==> src/rtl/cwf_pkg.sv <==
package cwf_pkg;
  typedef enum logic {FILL_IDLE = 1'b0, FILL_RUN = 1'b1} fill_state_e;
endpackage

==> src/rtl/cwf_fill_ctrl.sv <==
module cwf_fill_ctrl #(
  parameter int ADDR_W     = 32,
  parameter int WORD_BYTES = 4,
  parameter int LINE_WORDS = 4,
  localparam int OFF_W      = $clog2(WORD_BYTES),
  localparam int IDX_W      = $clog2(LINE_WORDS),
  localparam int LINE_OFF_W = OFF_W + IDX_W
) (
  input  logic              clk_i,
  input  logic              rst_ni,
  input  logic              start_i,
  input  logic [ADDR_W-1:0] miss_addr_i,
  input  logic              beat_valid_i,
  input  logic              beat_last_i,
  output logic              busy_o,
  output logic              fire_o,
  output logic              first_o,
  output logic [IDX_W-1:0]  start_idx_o,
  output logic [IDX_W-1:0]  cnt_o,
  output logic [ADDR_W-1:0] base_o,
  output logic              done_o,
  output logic              err_o
);
  import cwf_pkg::*;

  fill_state_e       state_q;
  logic [IDX_W-1:0]  start_idx_q, cnt_q;
  logic [ADDR_W-1:0] base_q;
  logic              done_q, err_q;
  logic              final_beat;

  assign busy_o      = (state_q == FILL_RUN);
  assign fire_o      = busy_o && beat_valid_i;
  assign first_o     = (cnt_q == '0);
  assign final_beat  = (cnt_q == IDX_W'(LINE_WORDS - 1));
  assign start_idx_o = start_idx_q;
  assign cnt_o       = cnt_q;
  assign base_o      = base_q;
  assign done_o      = done_q;
  assign err_o       = err_q;

  always_ff @(posedge clk_i or negedge rst_ni) begin
    if (!rst_ni) begin
      state_q     <= FILL_IDLE;
      start_idx_q <= '0;
      cnt_q       <= '0;
      base_q      <= '0;
      done_q      <= 1'b0;
      err_q       <= 1'b0;
    end else begin
      done_q <= 1'b0;
      err_q  <= 1'b0;
      unique case (state_q)
        FILL_IDLE: begin
          if (start_i) begin
            state_q     <= FILL_RUN;
            start_idx_q <= miss_addr_i[LINE_OFF_W-1:OFF_W];
            base_q      <= {miss_addr_i[ADDR_W-1:LINE_OFF_W], {LINE_OFF_W{1'b0}}};
            cnt_q       <= '0;
          end
        end
        FILL_RUN: begin
          if (fire_o) begin
            cnt_q <= cnt_q + 1'b1;
            // burst ends on the last flag or on the final slot, whichever first
            if (beat_last_i || final_beat) begin
              state_q <= FILL_IDLE;
              done_q  <= beat_last_i && final_beat;
              err_q   <= beat_last_i ^ final_beat;
            end
          end
        end
        default: state_q <= FILL_IDLE;
      endcase
    end
  end
endmodule

==> src/rtl/cwf_slot_map.sv <==
module cwf_slot_map #(
  parameter int LINE_WORDS = 4,
  localparam int IDX_W = $clog2(LINE_WORDS)
) (
  input  logic [IDX_W-1:0]      start_idx_i,
  input  logic [IDX_W-1:0]      cnt_i,
  input  logic                  fire_i,
  output logic [LINE_WORDS-1:0] wen_o
);
  logic [IDX_W-1:0] slot;

  // IDX_W-bit sum gives the modulo-line wrap
  assign slot = start_idx_i + cnt_i;

  for (genvar k = 0; k < LINE_WORDS; k++) begin : g_dec
    assign wen_o[k] = fire_i && (slot == IDX_W'(k));
  end
endmodule

==> src/rtl/cwf_line_store.sv <==
module cwf_line_store #(
  parameter int WORD_W     = 32,
  parameter int LINE_WORDS = 4,
  localparam int LINE_W = WORD_W * LINE_WORDS
) (
  input  logic                  clk_i,
  input  logic                  rst_ni,
  input  logic [LINE_WORDS-1:0] wen_i,
  input  logic [WORD_W-1:0]     wdata_i,
  output logic [LINE_W-1:0]     line_o
);
  for (genvar k = 0; k < LINE_WORDS; k++) begin : g_word
    logic [WORD_W-1:0] word_q;
    always_ff @(posedge clk_i or negedge rst_ni) begin
      if (!rst_ni)       word_q <= '0;
      else if (wen_i[k]) word_q <= wdata_i;
    end
    assign line_o[k*WORD_W +: WORD_W] = word_q;
  end
endmodule

==> src/rtl/cwf_line_fill.sv <==
module cwf_line_fill #(
  parameter int ADDR_W     = 32,
  parameter int WORD_W     = 32,
  parameter int LINE_WORDS = 4,
  localparam int WORD_BYTES = WORD_W / 8,
  localparam int IDX_W      = $clog2(LINE_WORDS),
  localparam int LINE_W     = WORD_W * LINE_WORDS
) (
  input  logic              clk_i,
  input  logic              rst_ni,
  input  logic              start_i,
  input  logic [ADDR_W-1:0] miss_addr_i,
  input  logic              beat_valid_i,
  input  logic [WORD_W-1:0] beat_data_i,
  input  logic              beat_last_i,
  output logic              beat_ready_o,
  output logic              busy_o,
  output logic              crit_valid_o,
  output logic [WORD_W-1:0] crit_data_o,
  output logic              line_done_o,
  output logic [LINE_W-1:0] line_data_o,
  output logic [ADDR_W-1:0] line_base_o,
  output logic              len_err_o
);
  logic                  fire, first;
  logic [IDX_W-1:0]      start_idx, cnt;
  logic [LINE_WORDS-1:0] wen;

  cwf_fill_ctrl #(
    .ADDR_W(ADDR_W), .WORD_BYTES(WORD_BYTES), .LINE_WORDS(LINE_WORDS)
  ) u_ctrl (
    .clk_i, .rst_ni, .start_i, .miss_addr_i, .beat_valid_i, .beat_last_i,
    .busy_o      (busy_o),
    .fire_o      (fire),
    .first_o     (first),
    .start_idx_o (start_idx),
    .cnt_o       (cnt),
    .base_o      (line_base_o),
    .done_o      (line_done_o),
    .err_o       (len_err_o)
  );

  cwf_slot_map #(.LINE_WORDS(LINE_WORDS)) u_map (
    .start_idx_i (start_idx),
    .cnt_i       (cnt),
    .fire_i      (fire),
    .wen_o       (wen)
  );

  cwf_line_store #(.WORD_W(WORD_W), .LINE_WORDS(LINE_WORDS)) u_store (
    .clk_i, .rst_ni,
    .wen_i   (wen),
    .wdata_i (beat_data_i),
    .line_o  (line_data_o)
  );

  assign beat_ready_o = busy_o;
  assign crit_valid_o = fire && first;
  assign crit_data_o  = beat_data_i;
endmodule

==> config.mk <==
export PLATFORM = sky130hd
export DESIGN_NAME = cwf_line_fill
export DESIGN_NICKNAME = d
export VERILOG_FILES = /design/src/rtl/cwf_pkg.sv /design/src/rtl/cwf_fill_ctrl.sv /design/src/rtl/cwf_slot_map.sv /design/src/rtl/cwf_line_store.sv /design/src/rtl/cwf_line_fill.sv
export SDC_FILE = /design/constraint.sdc
export NUM_CORES = 1
export LEC_CHECK = 0
export ABC_AREA = 1
export CORE_MARGIN = 3
export CORE_UTILIZATION = 42
export CTS_BUF_LIST = sky130_fd_sc_hd__clkbuf_4 sky130_fd_sc_hd__clkbuf_8
export CTS_CLUSTER_SIZE = 30
export DETAILED_ROUTE_END_ITERATION = 10
export GPL_ROUTABILITY_DRIVEN = 0
export PLACE_DENSITY = 0.79
export SYNTH_ARGS = -nofsm -noshare
export SYNTH_HDL_FRONTEND = slang
export SYNTH_SLANG_ARGS = --single-unit
==> constraint.sdc <==
create_clock -name clk_i -period 1.4 [get_ports clk_i]
set_input_delay 0.28 -clock clk_i [delete_from_list [all_inputs] [get_ports clk_i]]
set_output_delay 0.28 -clock clk_i [all_outputs]
set_load 0.005 [all_outputs]
## Yosys cells after proc, flatten, opt, wreduce, memory -nomap -nowiden

Index checks and enable logic that the tools add are counted.

- Output and inout bits: 197
- Logic and storage cells: 45
- Register bits: 163

- Multiplexer cells: 13
- Bitwise logic cells: 2
- Reduce and logical (&&, ||, !) cells: 12
- Add/subtract/negate cells: 2
- Equal/unequal tests: 6

Operator list:

| operator | number |
|---|---|
| $mux W1 | 9 |
| $logic_and A1 B1 Y1 | 7 |
| $eq A2 B2 Y1 const B | 3 |
| $logic_not A2 Y1 | 2 |
| $mux W2 | 2 |
| $ne A2 B2 Y1 const B | 2 |
| $pmux W2 S2 | 1 |
| $reduce_and A2 Y1 | 2 |
| $add A2 B1 Y2 const B | 1 |
| $add A2 B2 Y2 | 1 |
| $eq A2 B1 Y1 const B | 1 |
| $pmux W1 S2 | 1 |
| $logic_or A1 B1 Y1 | 1 |
| $not A1 Y1 | 1 |
| $xor A1 B1 Y1 | 1 |

## Longest topological paths before layout

- Depth after elaboration: 5
- Gate-level depth with buffers: 8

## By module

Synthesis repeated with hierarchy kept, for this count alone.

- Cell total of the unflattened synthesis: 764
- Area total of the unflattened synthesis: 6,855.3 µm²

Modules (own cells, without submodules):

| module | area each (µm²) | cells an instance | instances | sequential area each (µm²) |
|---|---|---|---|---|
| cwf_line_store | 5,036.1 | 544 | 1 | 3,203.1 |
| cwf_fill_ctrl | 1,471.4 | 164 | 1 | 875.8 |
| cwf_line_fill | 255.2 | 35 | 1 | 0.0 |
| cwf_slot_map | 92.6 | 21 | 1 | 0.0 |

## Worst setup path after synthesis

No wires, ideal clock.

- Path kind: register -> register
- From: register u_ctrl.cnt_q[0] (netlist: u_ctrl.cnt_o[0])
- To: register u_store.g_word[3].word_q[10]
- Data arrival time: 1.345 ns
- Setup time: 0.117 ns
- Buffers on the path: 1
- Cell stages (with the launch flop): 8
- Setup slack: -0.062 ns
- Required time: 1.283 ns
- Cell sequence: dfrtp_1 > ha_1 > inv_1 > nor2_4 > nand3_2 > buf_2 > nand2_1 > nand2_1

- Word-level cells in the longest chain between the ends: 3

Ends and longest elaborated chain:

| what | RTL line | RTL |
|---|---|---|
| start, declared | cwf_fill_ctrl.sv:27 | `logic [IDX_W-1:0] start_idx_q, cnt_q;` |
| start signal, assigned | cwf_fill_ctrl.sv:64 | `cnt_q <= cnt_q + 1'b1;` |
| $add A2 B2 Y2 | cwf_slot_map.sv:13 | `assign slot = start_idx_i + cnt_i;` |
| $eq A2 B2 Y1 | cwf_slot_map.sv:16 | `assign wen_o[k] = fire_i && (slot == IDX_W'(k));` |
| $logic_and A1 B1 Y1 | cwf_slot_map.sv:16 |  |
| end signal, assigned | cwf_line_store.sv:16 | `else if (wen_i[k]) word_q <= wdata_i;` |
| end, declared | cwf_line_store.sv:13 | `logic [WORD_W-1:0] word_q;` |

Every way passes these cells.
A chain may end at the register's enable or synchronous reset.

## Final worst setup path

- From: register u_ctrl.cnt_q[0] (netlist: u_ctrl.cnt_o[0])
- To: register u_store.g_word[3].word_q[4]

The elaborated chain is that of the path after synthesis.

==> reports/metrics.cfg <==
[finish]
seq_area_um2 = 4080
nNetsFinal = 1132
antenna_cells = 0
final_cell_mix = nand2_1 (178), dfrtp_1 (163), nand4_1 (128)
area_delta_synth_final_pct = 58.5
drive_above_1_share_pct = 34.6
multi_input_comb_area_um2 = 2770
final_area_um2 = 11700
instances_no_fill = 1291
fillCellCount = 1231
final_common_cell = nand2_1

[setup_path]
required_ps = 1740
timing.rr.start = u_ctrl.cnt_o[0]
crit_path_start = u_ctrl.cnt_o[0]
critPathCaptureType = flip-flop
start_kind = flip-flop
critical_path_arrival_ps = 2020
path_max_fanout = 22
reg2reg_slack_ps = -280
crit_type = flip-flop to flip-flop

[synth]
syn_area_um2 = 7350
yosysUniqueCellTypes = 19
ys_seq_area_share_pct = 55.5
synth_seq_cells = 163
synth_area_per_cell_um2 = 10.3
syn_inst = 714
yosysWarningCount = 0

[power_and_ir_drop]
pwr-share-clk_pct = 15.1
p_seq_share_pct = 30.7
vdd_drop_max_mv = 1.39
power_frac_comb_pct = 54.2
power_leakage_nw = 5.79
internal_power_w = 0.0165
netSwitchingPower_w = 0.0104
p_per_area_nw_per_um2 = 2310
switching_share_pct = 38.7

[clocking]
clkLatencyLatePin_ps = 460
htree_num_levels = 4
clkSlewWorstSetupHoldPaths_ps = 90
clockBufferDepth = 2
cts.sinks = 163
cts-root-buf = clkbuf_8
cts_buffers = 17
cts_tree = built

[sta]
rsz0062_at_grt = yes
final-max-slew-violation-count = 0
min_period_ps = 1680
fin_ws_ps = -276
clock_skew_ps = 14.2
setup_viol = 129
timing.final.crit_share_pct = 120
hold_violations = 0
max_freq_mhz = 597

[die]
die_w_um = 138
die_y_um = 138
io_pins = 266
rows = 47
core-area_um2 = 16900
dieArea_um2 = 19100
start_util_pct = 43.6

[drt]
first_iter_violations = 552
drc = 0
viasPerCell = 5.37
antenna_left = 0
routedWlPerCell_um = 19.6
drtPass1Iterations = 6
vias = 6932
wl_mm = 25.3

[run_status]
outcome = finished, violations left
violations = setup timing

[global_route]
grt_max_degree = 53
grt_pass1_wl_mm = 38.4
grt_overflow = 0
grt_pass1_vias = 6881
antenna_found_initial = 0
grtUsageTotal_pct = 24.9

[place]
placedCellCount = 1178
pre_cts_slack_ps = -432
io_buffers = 259
dp_hpwl_mm = 15.2
placed_area_um2 = 10100

[job]
maxCapViolations = 0

[worst_hold_path]
hold_path.class = input port to asynchronous set/reset pin

-- kinds of logic after synthesis --
family	after synthesis	share of synthesized area [%]
muxes	29	4.44
buffers and inverters	105	12.9
and+or+nand+nor	408	26.1
AOI/OAI and AO/OA	3	0.204
other	1	0.0510
DFF	163	55.5
adders and majority gates	5	0.851
-- synthesized netlist by cell type (all sizes together) --
cell type	n	area share [%]
nand4	128	11
nor2	6	0.51
nand2	265	14
a21oi	1	0.068
buf	94	12
conb	1	0.051
dfrtp	163	55
mux2	29	4.4
nand3	9	0.88
inv	11	0.56
o21ai	2	0.14
ha	5	0.85
-- flip-flops by register name, indices dropped and copies added (netlist names) --
signal / cells
u_ctrl.done_o: 1
u_ctrl.cnt_o: 2
u_ctrl.start_idx_o: 2
u_store.g_word.word_q: 128
u_ctrl.busy_o: 1
u_ctrl.err_o: 1
u_ctrl.base_o: 28
-- worst max-delay path, cell delays in order, from the launching register on --
cell,delay (ps)
dfrtp_1,410
buf_6,130
ha_4,280
inv_2,50
nor2_4,190
nand3_2,160
buf_12,190
nand2_1,80
nand2_1,60
-- routing by layer --
metal	GRT usage, %	up-vias	share of wire [%]	routed length, um
met4	7.02	0	2.3	589
li1	-	3067	-	-
met2	41.2	427	50	12700
met3	8.43	59	10	2640
met5	0	-	0	0
met1	31.3	3379	37	9420
-- power groups by stage --
| stage | registers [W] | logic [W] | clock network, W |
|---|---|---|---|
| floorplan | 0.00825 | 0.00606 | 0 |
| global placement | 0.00814 | 0.0119 | 0 |
| detailed placement | 0.00821 | 0.0122 | 0 |
| CTS | 0.00817 | 0.0136 | 0.00412 |
| global route | 0.00852 | 0.0157 | 0.00430 |
| finish | 0.00829 | 0.0146 | 0.00406 |
-- path summary, 6_finish.rpt --
path	cells after the start	to
worst max-delay path	8	u_store.g_word[3].word_q[4]
worst min-delay path	2	u_store.g_word[0].word_q[3]
worst max register to register	8	u_store.g_word[3].word_q[4]
worst min register to register	2	u_store.g_word[2].word_q[28]
max in group asynchronous	3	u_store.g_word[3].word_q[19]
min in group clk_i	4	u_store.g_word[2].word_q[4]
-- cell type report --
class	instances	area share, %
inverters	11	0.376
clock buffers	18	2.07
multi-input cells	449	23.7
flip-flops and latches	163	35.0
repair buffers	416	34.5
well taps	220	2.36
clock inverters	14	1.93
-- stage by stage --
stage / hold WS [ps] / setup TNS, ps / util [%] / total power [W]
after global routing: 250 / -37010 / 69.0 / 0.0285
after global placement: 159 / -44240 / 59.8 / 0.0201
final: 249 / -28720 / 69.0 / 0.0270
after floorplan: -15.6 / 0 / - / 0.0143
after CTS: 226 / -24750 / 67.5 / 0.0259
after detailed placement: 155 / -47620 / 59.8 / 0.0204
-- timing repair --
item                       CTS  global route
pin swaps                   17            10
gates cloned                 6             6
setup endpoints to repair  321           210
buffers inserted            57            19
hold endpoints to repair   163             0
resized for setup          473           123
hold buffers                 1             0
No activity file was read; power rests on OpenSTA's default activity.
